### src/rtl/hc_state_pkg.sv
package hc_state_pkg;
  typedef enum logic [1:0] {
    HS_RESET   = 2'b00,
    HS_RESUME  = 2'b01,
    HS_OPER    = 2'b10,
    HS_SUSPEND = 2'b11
  } hc_state_e;
endpackage

### src/rtl/hc_state_fsm.sv
module hc_state_fsm
  import hc_state_pkg::*;
(
  input  logic      clk_i,
  input  logic      rst_ni,
  input  logic      sw_rst_i,
  input  logic      host_wr_i,
  input  hc_state_e host_state_i,
  input  logic      resume_det_i,
  output hc_state_e state_q_o,
  output hc_state_e state_d_o
);
  hc_state_e state_q, state_d;

  // priority: software reset, host write, self move suspend->resume
  always_comb begin
    state_d = state_q;
    if (sw_rst_i)                                   state_d = HS_SUSPEND;
    else if (host_wr_i)                             state_d = host_state_i;
    else if (state_q == HS_SUSPEND && resume_det_i) state_d = HS_RESUME;
  end

  always_ff @(posedge clk_i or negedge rst_ni) begin
    if (!rst_ni) state_q <= HS_RESET;
    else         state_q <= state_d;
  end

  assign state_q_o = state_q;
  assign state_d_o = state_d;
endmodule

### src/rtl/hc_sof_delay.sv
module hc_sof_delay #(
  parameter int unsigned DELAY_MS = 1
) (
  input  logic clk_i,
  input  logic rst_ni,
  input  logic oper_q_i,
  input  logic oper_d_i,
  input  logic tick_i,
  output logic sof_en_o
);
  localparam int unsigned CntW = $clog2(DELAY_MS + 2);
  localparam logic [CntW-1:0] LastCnt = CntW'(DELAY_MS);

  logic [CntW-1:0] cnt_q;
  logic            sof_q;

  // counting only while operational on both sides of the edge; the first
  // counted tick is a partial millisecond, so DELAY_MS+1 ticks are needed
  always_ff @(posedge clk_i or negedge rst_ni) begin
    if (!rst_ni) begin
      cnt_q <= '0;
      sof_q <= 1'b0;
    end else if (!(oper_q_i && oper_d_i)) begin
      cnt_q <= '0;
      sof_q <= 1'b0;
    end else if (tick_i && !sof_q) begin
      if (cnt_q == LastCnt) sof_q <= 1'b1;
      cnt_q <= cnt_q + 1'b1;
    end
  end

  assign sof_en_o = sof_q;
endmodule

### src/rtl/hc_wake_irq.sv
module hc_wake_irq (
  input  logic clk_i,
  input  logic rst_ni,
  input  logic sw_rst_i,
  input  logic cfg_we_i,
  input  logic cfg_wake_en_i,
  input  logic cfg_wake_conn_i,
  input  logic cfg_irq_route_i,
  input  logic resume_det_i,
  input  logic resume_clr_i,
  output logic remote_wake_o,
  output logic irq_o,
  output logic smi_o,
  output logic wake_en_o,
  output logic wake_conn_o,
  output logic irq_route_o
);
  logic wake_en_q, wake_conn_q, route_q, sts_q;

  // bits lost on either reset kind
  always_ff @(posedge clk_i or negedge rst_ni) begin
    if (!rst_ni) begin
      wake_en_q <= 1'b0;
      sts_q     <= 1'b0;
    end else if (sw_rst_i) begin
      wake_en_q <= 1'b0;
      sts_q     <= 1'b0;
    end else begin
      if (cfg_we_i)          wake_en_q <= cfg_wake_en_i;
      if (resume_det_i)      sts_q     <= 1'b1;
      else if (resume_clr_i) sts_q     <= 1'b0;
    end
  end

  // bits lost on hardware reset only
  always_ff @(posedge clk_i or negedge rst_ni) begin
    if (!rst_ni) begin
      wake_conn_q <= 1'b0;
      route_q     <= 1'b0;
    end else if (cfg_we_i) begin
      wake_conn_q <= cfg_wake_conn_i;
      route_q     <= cfg_irq_route_i;
    end
  end

  assign remote_wake_o = wake_en_q & sts_q;
  assign irq_o         = sts_q & ~route_q;
  assign smi_o         = sts_q & route_q;
  assign wake_en_o     = wake_en_q;
  assign wake_conn_o   = wake_conn_q;
  assign irq_route_o   = route_q;
endmodule

### src/rtl/hc_func_state.sv
module hc_func_state
  import hc_state_pkg::*;
#(
  parameter int unsigned SOF_DELAY_MS = 1
) (
  input  logic       clk_i,
  input  logic       rst_ni,
  input  logic       sw_rst_i,
  input  logic       host_wr_i,
  input  logic [1:0] host_state_i,
  input  logic       cfg_we_i,
  input  logic       cfg_wake_en_i,
  input  logic       cfg_wake_conn_i,
  input  logic       cfg_irq_route_i,
  input  logic       resume_det_i,
  input  logic       resume_clr_i,
  input  logic       tick_1ms_i,
  output logic [1:0] state_o,
  output logic       sof_en_o,
  output logic       rh_reset_o,
  output logic       remote_wake_o,
  output logic       irq_o,
  output logic       smi_o,
  output logic       wake_en_o,
  output logic       wake_conn_o,
  output logic       irq_route_o
);
  hc_state_e state_q, state_d;

  hc_state_fsm u_fsm (
    .clk_i        (clk_i),
    .rst_ni       (rst_ni),
    .sw_rst_i     (sw_rst_i),
    .host_wr_i    (host_wr_i),
    .host_state_i (hc_state_e'(host_state_i)),
    .resume_det_i (resume_det_i),
    .state_q_o    (state_q),
    .state_d_o    (state_d)
  );

  hc_sof_delay #(.DELAY_MS(SOF_DELAY_MS)) u_sof (
    .clk_i    (clk_i),
    .rst_ni   (rst_ni),
    .oper_q_i (state_q == HS_OPER),
    .oper_d_i (state_d == HS_OPER),
    .tick_i   (tick_1ms_i),
    .sof_en_o (sof_en_o)
  );

  hc_wake_irq u_wake (
    .clk_i           (clk_i),
    .rst_ni          (rst_ni),
    .sw_rst_i        (sw_rst_i),
    .cfg_we_i        (cfg_we_i),
    .cfg_wake_en_i   (cfg_wake_en_i),
    .cfg_wake_conn_i (cfg_wake_conn_i),
    .cfg_irq_route_i (cfg_irq_route_i),
    .resume_det_i    (resume_det_i),
    .resume_clr_i    (resume_clr_i),
    .remote_wake_o   (remote_wake_o),
    .irq_o           (irq_o),
    .smi_o           (smi_o),
    .wake_en_o       (wake_en_o),
    .wake_conn_o     (wake_conn_o),
    .irq_route_o     (irq_route_o)
  );

  assign state_o    = state_q;
  assign rh_reset_o = (state_q == HS_RESET);
endmodule

### config.mk
export PLATFORM = sky130hd
export DESIGN_NAME = hc_func_state
export DESIGN_NICKNAME = d
export VERILOG_FILES = /design/src/rtl/hc_state_pkg.sv /design/src/rtl/hc_state_fsm.sv /design/src/rtl/hc_sof_delay.sv /design/src/rtl/hc_wake_irq.sv /design/src/rtl/hc_func_state.sv
export SDC_FILE = /design/constraint.sdc
export NUM_CORES = 1
export LEC_CHECK = 0
export BUFFER_PORTS_ARGS = -buffer_cell sky130_fd_sc_hd__buf_2
export CAP_MARGIN = 10
export CORE_AREA = 3 3 40 42
export CTS_CLUSTER_DIAMETER = 60
export CTS_CLUSTER_SIZE = 10
export DETAILED_ROUTE_END_ITERATION = 8
export DIE_AREA = 0 0 43 45
export SLEW_MARGIN = 20
export SYNTH_ARGS = -nofsm -noshare
export SYNTH_HDL_FRONTEND = slang
export SYNTH_SLANG_ARGS = --single-unit
### constraint.sdc
create_clock -name clk_i -period 1.2 [get_ports clk_i]
set_input_delay 0.24 -clock clk_i [delete_from_list [all_inputs] [get_ports clk_i]]
set_output_delay 0.24 -clock clk_i [all_outputs]
set_load 0.05 [all_outputs]
==> results of run 1 <==
-- power by group through the flow --
| stage | Sequential [mW] | Clock, mW | Combinational (mW) |
|---|---|---|---|
| 5_1_grt | 0.340 | 0.247 | 0.204 |
| 4_1_cts | 0.336 | 0.234 | 0.188 |
| 3_5_place_dp | 0.342 | 0 | 0.165 |
| 3_3_place_gp | 0.341 | 0 | 0.166 |
| 6_report | 0.337 | 0.227 | 0.191 |
| 2_1_floorplan | 0.388 | 0 | 0.0628 |
-- area by class of cell --
cell class,count,area [um2],share of cell area
tap,15,18.77,0.02896
multi-input combinational,25,192.7,0.2973
inverter,3,11.26,0.01737
clock buffer,4,26.28,0.04054
timing repair buffer,25,170.2,0.2625
sequential,9,229.0,0.3533
-- worst min-delay path by stage --
| stage | endpoint | slack (ps) |
|---|---|---|
| final | u_wake.wake_en_o | 180 |
| after CTS | u_wake.wake_en_o | 180 |
| after global routing | u_wake.wake_en_o | 180 |
| after floorplan | u_fsm.state_q_o[0] | -60 |
| after detailed placement | u_wake.wake_conn_o | 100 |
| after global placement | u_wake.wake_conn_o | 100 |
-- per-layer routing --
metal  wire [um]  vias to the layer above  share of wire  track usage
met4           4                        0         0.0047      0.07229
li1            -                      183              -            -
met5           0                        -              0            0
met2         409                       16           0.48       0.1557
met1         350                      164           0.41       0.1097
met3          89                        2           0.10      0.02789
-- flip-flops by register name, indices dropped and copies added (netlist names) --
name	flops
u_sof.sof_en_o	1
u_sof.cnt_q	2
u_fsm.state_q_o	2
u_wake.wake_en_o	1
u_wake.sts_q	1
u_wake.irq_route_o	1
u_wake.wake_conn_o	1
-- cell families (layout without fill, tap and decap cells) --
| kind of cell | after synthesis | in the layout | synth area share |
|---|---|---|---|
| compound gates | 8 | 8 | 0.1510 |
| buf+inv | 3 | 32 | 0.02719 |
| mux | 3 | 3 | 0.07855 |
| flops | 9 | 9 | 0.5438 |
| fa+ha+maj | 1 | 1 | 0.03021 |
| xor+xnor | 1 | 1 | 0.02115 |
| simple gates | 12 | 12 | 0.1480 |
-- what timing repair did --
action / 4_1_cts / 5_1_grt
buffers inserted: 1 / 1
endpoints found under the setup margin: 5 / 6
pin swaps: 1 / 1
hold buffers: 1 / 0
resized for setup: 13 / 1
hold endpoints to repair: 9 / 0
-- placed cells by master (no fill, tap or decap), types with 2 or more instances in the layout --
cell type | synthesis | final
buf_8 | 0 | 2
inv_1 | 3 | 3
mux2_2 | 2 | 2
dfrtp_2 | 0 | 3
a21oi_1 | 3 | 3
buf_6 | 0 | 2
buf_4 | 0 | 3
dfrtp_1 | 9 | 6
buf_2 | 0 | 17
a21o_1 | 2 | 2
nor2_1 | 6 | 5
clkbuf_4 | 0 | 3
and2_4 | 0 | 2
==> metrics.yaml, run 1 <==
placement:
  placed_cell_area_um2: 554.3
  dp_cells: 74
  pre_cts_slack_ps: 161.6
  io_buffers: 22
  dp_hpwl_um: 667.7
  place_congestion: 0.7595
grt:
  gr-total-overflow: 0
  grt_pass1_vias: 351
  grt_max_degree: 10
  grt_antenna_before_repair: 0
  grt_pass1_wl_um: 1366
  grt.total_usage: 0.09688
power_and_ir_drop:
  p_int_mw: 0.5234
  p_sw_frac: 0.3067
  p_sw_mw: 0.2316
  power_mw: 0.7550
  vdd_drop_max_uv: 578.4
  power.density_nw_per_um2: 1165
  leakage_nw: 0.3246
  pwr-share-seq: 0.446
  comb_power_share: 0.253
  clkPwrFrac: 0.300
floorplan:
  core-area_um2: 1285
  start_util: 0.3223
  die_w_um: 43
  die_y_um: 45
  io_pins: 23
  num_rows: 13
  dieArea_um2: 1935
clocking:
  numClockSinks: 9
  h-tree-depth: 1
  cts_tree: "built"
  clock_latency_ps: 250
  cts_buffers: 3
  path_clk_slew_ps: 60
  cts-root-buf: "clkbuf_4"
  cts.path.max_buffers: 2
timing:
  rsz0062_at_grt: "yes"
  tightest_slew_ps: 242.9
  min_period_over_period: 1.013
  period_needed_ps: 1215
  slew_violations: 0
  whs_ps: 183.6
  tns_ps: -15.14
  slew_headroom: 0.8381
  finalSetupViolCount: 1
  fin_worst_skew_ps: 0.3477
  fmax_mhz: 822.9
  fin_ws_ps: -15.14
  finalHoldViolCount: 0
worst_setup_path:
  r2r_start: "u_fsm.state_q_o[1]"
  cp.required_ps: 960
  cp_num_cells: 2
  cpMaxStageDelayCell: "dfrtp_1"
  cp-start-kind: "flop"
  cp_max_fo: 4
  cpLargestDelayFamily: "flip-flops"
  r2r_end: "u_sof.cnt_q[0]"
  crit_arrival_ps: 980
  path_buf_inv: 1
  ff2ff_setup_slack_ps: 60
  cp-end-kind: "primary output"
  crit_type: "flop to primary output"
  cpPeakStageDelay_ps: 410
  crit_end: "smi_o"
  reg2reg_depth: 4
  cp_cell_sequence: "and2_4 -> buf_8"
  setup.worst_path.start: "u_wake.sts_q"
logic_synthesis:
  synth.most_common_cell: "dfrtp_1"
  synth_nets: 51
  netlist_instances: 37
  synth_common_cells: "dfrtp_1 (9), nor2_1 (6), a21oi_1 (3), inv_1 (3)"
  synthArstFlopShare: 1.000
  yosysTopAreaCell: "dfrtp_1"
  yosysUniqueCellTypes: 17
  synth_edf_count: 0
  ys_top_cells_by_area: "dfrtp_1 (54%), mux2_2 (5.4%), nor2_1 (5.4%), a21oi_1 (3.6%), a21o_1 (3.6%)"
  synth_warnings: 0
  yosys_most_used_dff: "dfrtp_1"
  ys_seq_area_frac: 0.5438
  ys_seq_elements: 9
  synth_top_area_share: 0.5438
  syn_avg_cell_area_um2: 11.19
  synth_area_um2: 414.1
final_layout:
  fill_cells: 120
  nNetsFinal: 81
  antenna_cells: 0
  drive_gt1_frac: 0.5909
  fin_area_um2: 648.1
  fin_util: 0.5044
  final_cells: 81
  layout-area-overhead-vs-synth_pct: 56.50
detailed_routing:
  ant_nets: 0
  wl_um: 853
  dr.pass1.iters: 4
  wl_per_cell_um: 10.53
  routed_via_density: 4.506
  drc: 0
  vias: 365
  drt-initial-drc-count: 4
worst_hold_path:
  hold-path-cell-count: 2
  hold_path_class: "input pin to flop"
  min-delay-start: "sw_rst_i"
run_status:
  status: "complete, but fails checks"
  violations: "setup timing"
flow_run:
  drv_cap: 0
Power figures use the tool's default switching activity.
==> run 2: changes to the inputs <==
--- a/config.mk
+++ b/config.mk
@@ -5,6 +5,7 @@
 export SDC_FILE = /design/constraint.sdc
 export NUM_CORES = 1
 export LEC_CHECK = 0
+export ABC_AREA = 1
 export BUFFER_PORTS_ARGS = -buffer_cell sky130_fd_sc_hd__buf_2
 export CAP_MARGIN = 10
 export CORE_AREA = 3 3 40 42
@@ -15,4 +16,5 @@
 export SLEW_MARGIN = 20
 export SYNTH_ARGS = -nofsm -noshare
 export SYNTH_HDL_FRONTEND = slang
+export SYNTH_HIERARCHICAL = 1
 export SYNTH_SLANG_ARGS = --single-unit
==> metrics.yaml, run 2 <==
grt:
  grt_pass1_wl_um: 1566  # was 1366 um
  gr-total-overflow: 0  # unchanged
  grt.total_usage: 0.1097  # was 0.09688
  grt_antenna_before_repair: 0  # unchanged
  grt_pass1_vias: 368  # was 351
  grt_max_degree: 10  # unchanged
detailed_routing:
  met1_length_um: 460  # was 350 um
  vias: 420  # was 365
  routed_via_density: 4.242  # was 4.506
  dr.pass1.iters: 4  # unchanged
  drc: 0  # unchanged
  top_layer_used: "met4"  # unchanged
  drt-initial-drc-count: 10  # was 4
  wl_um: 912  # was 853 um
  wl_per_cell_um: 9.212  # was 10.53 um
  ant_nets: 0  # unchanged
  routed-wl-met3_um: 54  # was 89 um
  wl_met2_um: 385  # was 409 um
placement:
  dp_cells: 94  # was 74
  pre_cts_slack_ps: 102.9  # was 161.6 ps
  dp_hpwl_um: 717.3  # was 667.7 um
  io_buffers: 22  # unchanged
  place_congestion: 0.6562  # was 0.7595
clocking:
  cts-root-buf: "clkbuf_4"  # unchanged
  numClockSinks: 9  # unchanged
  post-cts-setup-buffers: 0  # was 1
  cts_tree: "built"  # unchanged
  cts_buffers: 3  # unchanged
  cts.path.max_buffers: 2  # unchanged
  path_clk_slew_ps: 60  # about the same
  clock_latency_ps: 250  # about the same
  h-tree-depth: 1  # unchanged
timing:
  rsz0062_at_grt: "yes"  # unchanged
  slew_headroom: 0.8339  # was 0.8381
  tightest_slew_ps: 250.9  # was 242.9 ps
  fmax_mhz: 819.1  # was 822.9 MHz
  min_period_over_period: 1.017  # was 1.013
  fin_worst_skew_ps: 2.494  # was 0.3477 ps
  finalSetupViolCount: 1  # unchanged
  tns_ps: -20.84  # was -15.14 ps
  finalHoldViolCount: 0  # unchanged
  period_needed_ps: 1221  # was 1215 ps
  fin_ws_ps: -20.84  # was -15.14 ps
  slew_violations: 0  # unchanged
  whs_ps: 178.4  # was 183.6 ps
final_layout:
  seqCellArea_um2: 230.2  # was 229.0 um2
  drive_gt1_frac: 0.4524  # was 0.5909
  antenna_cells: 0  # unchanged
  multiInputGateArea_um2: 176.4  # was 192.7 um2
  final_cells: 99  # was 81
  layout-area-overhead-vs-synth_pct: 46.46  # was 56.50%
  nNetsFinal: 99  # was 81
  fin_util: 0.5034  # was 0.5044
  most-common-layout-cells: "nand2_1 (17), buf_2 (16), inv_1 (9)"  # was buf_2 (17), dfrtp_1 (6), nor2_1 (5)
  layout_commonest_cell: "nand2_1"  # was buf_2
  fill_cells: 127  # was 120
logic_synthesis:
  yosysTopAreaCell: "dfrtp_1"  # unchanged
  synthArstFlopShare: 1.000  # unchanged
  syn_avg_cell_area_um2: 7.749  # was 11.19 um2
  synth_warnings: 6  # was 0
  ys_top_cells_by_area: "dfrtp_1 (51%), nand2_1 (14%), inv_1 (8.5%), nor2_1 (5.1%), a21oi_1 (4.5%)"  # was dfrtp_1 (54%), mux2_2 (5.4%), nor2_1 (5.4%), a21oi_1 (3.6%), a21o_1 (3.6%)
  netlist_instances: 57  # was 37
  yosysUniqueCellTypes: 11  # was 17
  synth_common_cells: "nand2_1 (17), inv_1 (10), dfrtp_1 (9)"  # was dfrtp_1 (9), nor2_1 (6), a21oi_1 (3), inv_1 (3)
  synth_top_area_share: 0.5099  # was 0.5438
  ys_seq_area_frac: 0.5099  # was 0.5438
  synth_edf_count: 0  # unchanged
  synth.most_common_cell: "nand2_1"  # was dfrtp_1
  yosys_most_used_dff: "dfrtp_1"  # unchanged
  synth_area_um2: 441.7  # was 414.1 um2
  synth_nets: 71  # was 51
  ys_seq_elements: 9  # unchanged
floorplan:
  dieArea_um2: 1935  # unchanged
  die_y_um: 45  # unchanged
  core-area_um2: 1285  # unchanged
  num_rows: 13  # unchanged
  io_pins: 23  # unchanged
  die_w_um: 43  # unchanged
  start_util: 0.3437  # was 0.3223
flow_run:
  drv_cap: 0  # unchanged
worst_setup_path:
  cp_max_fo: 5  # was 4
  crit_arrival_ps: 980  # about the same
  crit_type: "flop to primary output"  # unchanged
  cp-start-kind: "flop"  # unchanged
  cp.required_ps: 960  # about the same
  cp-end-kind: "primary output"  # unchanged
power_and_ir_drop:
  leakage_nw: 0.3664  # was 0.3246 nW
  vdd_drop_max_uv: 647.9  # was 578.4 uV
  power.density_nw_per_um2: 1153  # was 1165 nW/um2
worst_hold_path:
  hold_path_class: "input pin to flop"  # unchanged
run_status:
  violations: "setup timing"  # unchanged
  status: "complete, but fails checks"  # unchanged
==> run 2: changes by cell type after synthesis, moves of 2 or more <==
cell     previous run  this run
nand2_1             1        17
a21oi_2             0         2
a21o_1              2         0
inv_1               3        10
and2_1              2         0
inv_2               0         2
mux2_2              2         0
nand3_1             0         3
nor2_2              0         2
==> run 2: per-stage QoR <==
| step | total power [mW] | instance area (um2) |
|---|---|---|
| final | 0.7460 | 646.9 |
| after floorplan | 0.4493 | 451.7 |
| after detailed placement | 0.5062 | 580.6 |
| after CTS | 0.7530 | 638.1 |
| after global placement | 0.5057 | 580.6 |
| after global routing | 0.7910 | 646.9 |
==> run 2: kinds of logic (layout without fill, tap and decap cells) <==
| logic type | Yosys count | count (layout) | synth area share |
|---|---|---|---|
| AO/OA/AOI/OAI | 7 | 7 | 0.1020 |
| adder cells (fa/ha/maj) | 1 | 1 | 0.02832 |
| buffers and inverters | 12 | 39 | 0.1020 |
| flip-flops | 9 | 9 | 0.5099 |
| AND/OR/NAND/NOR | 28 | 28 | 0.2578 |
==> run 2: path summary, 6_finish.rpt <==
kind,slack [ps],depth (start not counted),from,end
setup / recovery,-20,2,u_fsm/state_q_o[0],rh_reset_o
hold / removal,180,3,cfg_irq_route_i,u_wake/irq_route_o
setup reg to reg,110,9,u_fsm/state_q_o[0],u_sof/cnt_q[1]
hold reg to reg,470,2,u_wake/wake_conn_o,u_wake/wake_conn_o
max in group asynchronous,640,2,rst_ni,u_fsm/state_q_o[0]
min in group asynchronous,370,2,rst_ni,u_wake/irq_route_o
==> run 2: final cells by class <==
type                            count  share of cell area
Timing Repair Buffer               23              0.2321
Clock buffer                        4             0.04062
Sequential cell                     9              0.3559
Inverter                           12             0.06963
Multi-Input combinational cell     36              0.2727
Tap cell                           15             0.02901
==> run 2: critical path, stage by stage, from the launching register on <==
cell	delay, ps
dfrtp_2	440
nor2_2	130
buf_6	160
==> run 2: repair_timing <==
| action | in CTS | in global routing |
|---|---|---|
| pin swaps | 0 | 2 |
| endpoints found under the setup margin | 4 | 8 |
| gates resized for setup | 7 | 4 |
| hold buffers | 1 | 0 |
| hold endpoints to repair | 9 | 0 |
==> run 2: routing by layer <==
metal,track usage,vias up
li1,-,225
met5,0,-
met2,0.1467,16
met4,0.07229,0
met1,0.1654,177
met3,0.01195,2
==> run 2: power by group <==
| part | switching [mW] | internal (mW) | leakage (nW) |
|---|---|---|---|
| clock network | 0.104 | 0.128 | 0.0150 |
| logic | 0.118 | 0.0585 | 0.243 |
| registers | 0.0157 | 0.321 | 0.109 |
==> run 3: changes to the inputs <==
--- a/config.mk
+++ b/config.mk
@@ -16,5 +16,4 @@
 export SLEW_MARGIN = 20
 export SYNTH_ARGS = -nofsm -noshare
 export SYNTH_HDL_FRONTEND = slang
-export SYNTH_HIERARCHICAL = 1
 export SYNTH_SLANG_ARGS = --single-unit
==> metrics.yaml, run 3 <==
timing:
  tightest_slew_ps: 253.8  # was 250.9 ps
  period_needed_ps: 1207  # was 1221 ps
  slew_headroom: 0.8319  # was 0.8339
  finalHoldViolCount: 0  # unchanged
  slew_violations: 0  # unchanged
  min_period_over_period: 1.006  # was 1.017
  fmax_mhz: 828.6  # was 819.1 MHz
  fin_ws_ps: -6.794  # was -20.84 ps
  finalSetupViolCount: 1  # unchanged
  fin_worst_skew_ps: 7.296  # was 2.494 ps
  rsz0062_at_grt: "yes"  # unchanged
final_layout:
  antenna_cells: 0  # unchanged
  fill_cells: 126  # was 127
  drive_gt1_frac: 0.4500  # was 0.4524
  most-common-layout-cells: "buf_2 (16), nand2_1 (12), inv_1 (10)"  # was nand2_1 (17), buf_2 (16), inv_1 (9)
  layout_commonest_cell: "buf_2"  # was nand2_1
  layout-area-overhead-vs-synth_pct: 49.28  # was 46.46%
  nNetsFinal: 95  # was 99
  final_cells: 95  # was 99
  fin_area_um2: 648.1  # was 646.9 um2
  seqCellArea_um2: 229.0  # was 230.2 um2
  multiInputGateArea_um2: 177.7  # was 176.4 um2
placement:
  dp_hpwl_um: 729.1  # was 717.3 um
  dp_cells: 90  # was 94
  pre_cts_slack_ps: 142.2  # was 102.9 ps
  io_buffers: 22  # unchanged
  placed_cell_area_um2: 575.6  # was 580.6 um2
  place_congestion: 0.7353  # was 0.6562
grt:
  grt_pass1_wl_um: 1531  # was 1566 um
  gr-total-overflow: 0  # unchanged
  grt.total_usage: 0.1078  # was 0.1097
  grt_antenna_before_repair: 0  # unchanged
  grt_pass1_vias: 390  # was 368
  grt_max_degree: 10  # unchanged
  met2_usage: 0.1737  # was 0.1467
  grt.busiest_layer: "met2"  # was met1
  use_met3: 0.01594  # was 0.01195
  met1_usage: 0.1272  # was 0.1654
clocking:
  h-tree-depth: 1  # unchanged
  path_clk_slew_ps: 70  # was 60 ps
  cts_buffers: 3  # unchanged
  cts_tree: "built"  # unchanged
  cts-root-buf: "clkbuf_4"  # unchanged
  numClockSinks: 9  # unchanged
  cts.path.max_buffers: 2  # unchanged
  clock_latency_ps: 260  # was 250 ps
detailed_routing:
  wl_per_cell_um: 9.242  # was 9.212 um
  drc: 0  # unchanged
  wl_um: 878  # was 912 um
  ant_nets: 0  # unchanged
  dr.pass1.iters: 4  # unchanged
  routed_via_density: 4.242  # about the same
  vias: 403  # was 420
  drt-initial-drc-count: 4  # was 10
worst_hold_path:
  hold_path_class: "input pin to flop"  # unchanged
logic_synthesis:
  synth_common_cells: "nand2_1 (12), inv_1 (11), dfrtp_1 (9)"  # was nand2_1 (17), inv_1 (10), dfrtp_1 (9)
  syn_avg_cell_area_um2: 8.192  # was 7.749 um2
  synth.most_common_cell: "nand2_1"  # unchanged
  synth_nets: 67  # was 71
  yosysUniqueCellTypes: 13  # was 11
  synth_warnings: 0  # was 6
  synth_adder_area_share: 0.02882  # was 0.02833
  synth-compound-area-share: 0.06340  # was 0.1020
  ys_top_cells_by_area: "dfrtp_1 (52%), nand2_1 (10%), inv_1 (9.5%), nor2_1 (6.9%), mux2_2 (5.2%)"  # was dfrtp_1 (51%), nand2_1 (14%), inv_1 (8.5%), nor2_1 (5.1%), a21oi_1 (4.5%)
  synth_top_area_share: 0.5187  # was 0.5099
  ys_seq_elements: 9  # unchanged
  synth_area_um2: 434.2  # was 441.7 um2
  synth_xor_area_frac: 0  # unchanged
  synth_top_family_by_area: "simple AND/OR/NAND/NOR gates"  # unchanged
  muxShareOfSynthArea: 0.05187  # was 0
  synth_edf_count: 0  # unchanged
  yosysTopAreaCell: "dfrtp_1"  # unchanged
  synth-simple-area-share: 0.2421  # was 0.2578
  yosys_most_used_dff: "dfrtp_1"  # unchanged
  synthArstFlopShare: 1.000  # unchanged
  ys_seq_area_frac: 0.5187  # was 0.5099
  netlist_instances: 53  # was 57
power_and_ir_drop:
  vdd_drop_max_uv: 562.2  # was 647.9 uV
  leakage_nw: 0.3494  # was 0.3664 nW
  power.density_nw_per_um2: 1155  # was 1153 nW/um2
worst_setup_path:
  crit_type: "flop to primary output"  # unchanged
  cp_max_fo: 4  # was 5
  cp.required_ps: 960  # about the same
  cp-end-kind: "primary output"  # unchanged
  crit_arrival_ps: 970  # was 980 ps
  cp-start-kind: "flop"  # unchanged
floorplan:
  start_util: 0.3379  # was 0.3437
  io_pins: 23  # unchanged
  die_y_um: 45  # unchanged
  die_w_um: 43  # unchanged
  num_rows: 13  # unchanged
  core-area_um2: 1285  # unchanged
  dieArea_um2: 1935  # unchanged
run_status:
  violations: "setup timing"  # unchanged
  status: "complete, but fails checks"  # unchanged
flow_run:
  drv_cap: 0  # unchanged
run 3: changes by cell type after synthesis:
cell and delta:
a21oi_1 -1, a21oi_2 -2, inv_1 +1, inv_2 -2
mux2_2 +2, nand2_1 -5, nand2_2 +1, nand3_1 -1
nand3b_1 +1, nor2_1 +2, nor2_2 -1, o211ai_1 +1
o21ai_0 +1, o21bai_1 -1
run 3: path summary, 6_finish.rpt:
check	endpoint	cells after the start	slack, ps	start
worst max register to register	u_sof.cnt_q[1]	5	140	u_sof.cnt_q[0]
worst max-delay path	rh_reset_o	2	-7	u_fsm.state_q_o[0]
worst min register to register	u_wake.wake_conn_o	1	500	u_wake.wake_conn_o
worst min-delay path	u_wake.sts_q	2	160	sw_rst_i
min in group asynchronous	u_sof.sof_en_o	2	350	rst_ni
max in group asynchronous	u_fsm.state_q_o[1]	2	640	rst_ni
run 3: layout make-up:
cell class                      instances  area share
Clock buffer                            3     0.03475
Multi-Input combinational cell         33      0.2741
Inverter                               11     0.06371
Clock inverter                          1    0.007722
Timing Repair Buffer                   23      0.2375
Tap cell                               15     0.02896
Sequential cell                         9      0.3533
run 3: worst max-delay path, cell delays in order, from the launching register on:
cell and delay (ps):
dfrtp_1 440, nor2_4 120, buf_8 150
run 3: where the power goes:
group | switching [mW] | total [mW] | internal (mW)
Sequential | 0.0164 | 0.338 | 0.321
Combinational | 0.120 | 0.182 | 0.0621
Clock | 0.106 | 0.229 | 0.123
Total | 0.243 | 0.749 | 0.506
run 3: cells by family after synthesis:
family                   Yosys count
AO/OA/AOI/OAI                      5
adder cells (fa/ha/maj)            1
buffers and inverters             11
flip-flops                         9
multiplexers                       2
AND/OR/NAND/NOR                   25
run 3: stage by stage:
step                      hold WS [ps]  TNS (ps)  total power [mW]    util
after floorplan                 -55.59    -26.67            0.4526       -
after global placement           102.1         0            0.5091  0.4479
after detailed placement         100.7         0            0.5103  0.4479
after CTS                        152.1    -19.04            0.7574  0.4976
after global routing             184.2    -120.5            0.7902  0.5044
final                            160.7    -6.794            0.7487  0.5044
run 3: what timing repair did:
action | CTS | global route
gates resized for setup | 10 | 3
hold endpoints to repair | 9 | 0
buffers inserted | 0 | 0
hold buffers | 1 | 0
setup endpoints to repair | 6 | 4
pin swaps | 1 | 0
run 3: per-layer routing:
layer	share of wire	routed length [um]	vias up
met5	0	0	-
met4	0	0	0
met3	0.048	42	0
met2	0.52	458	9
met1	0.43	377	180
li1	-	-	214
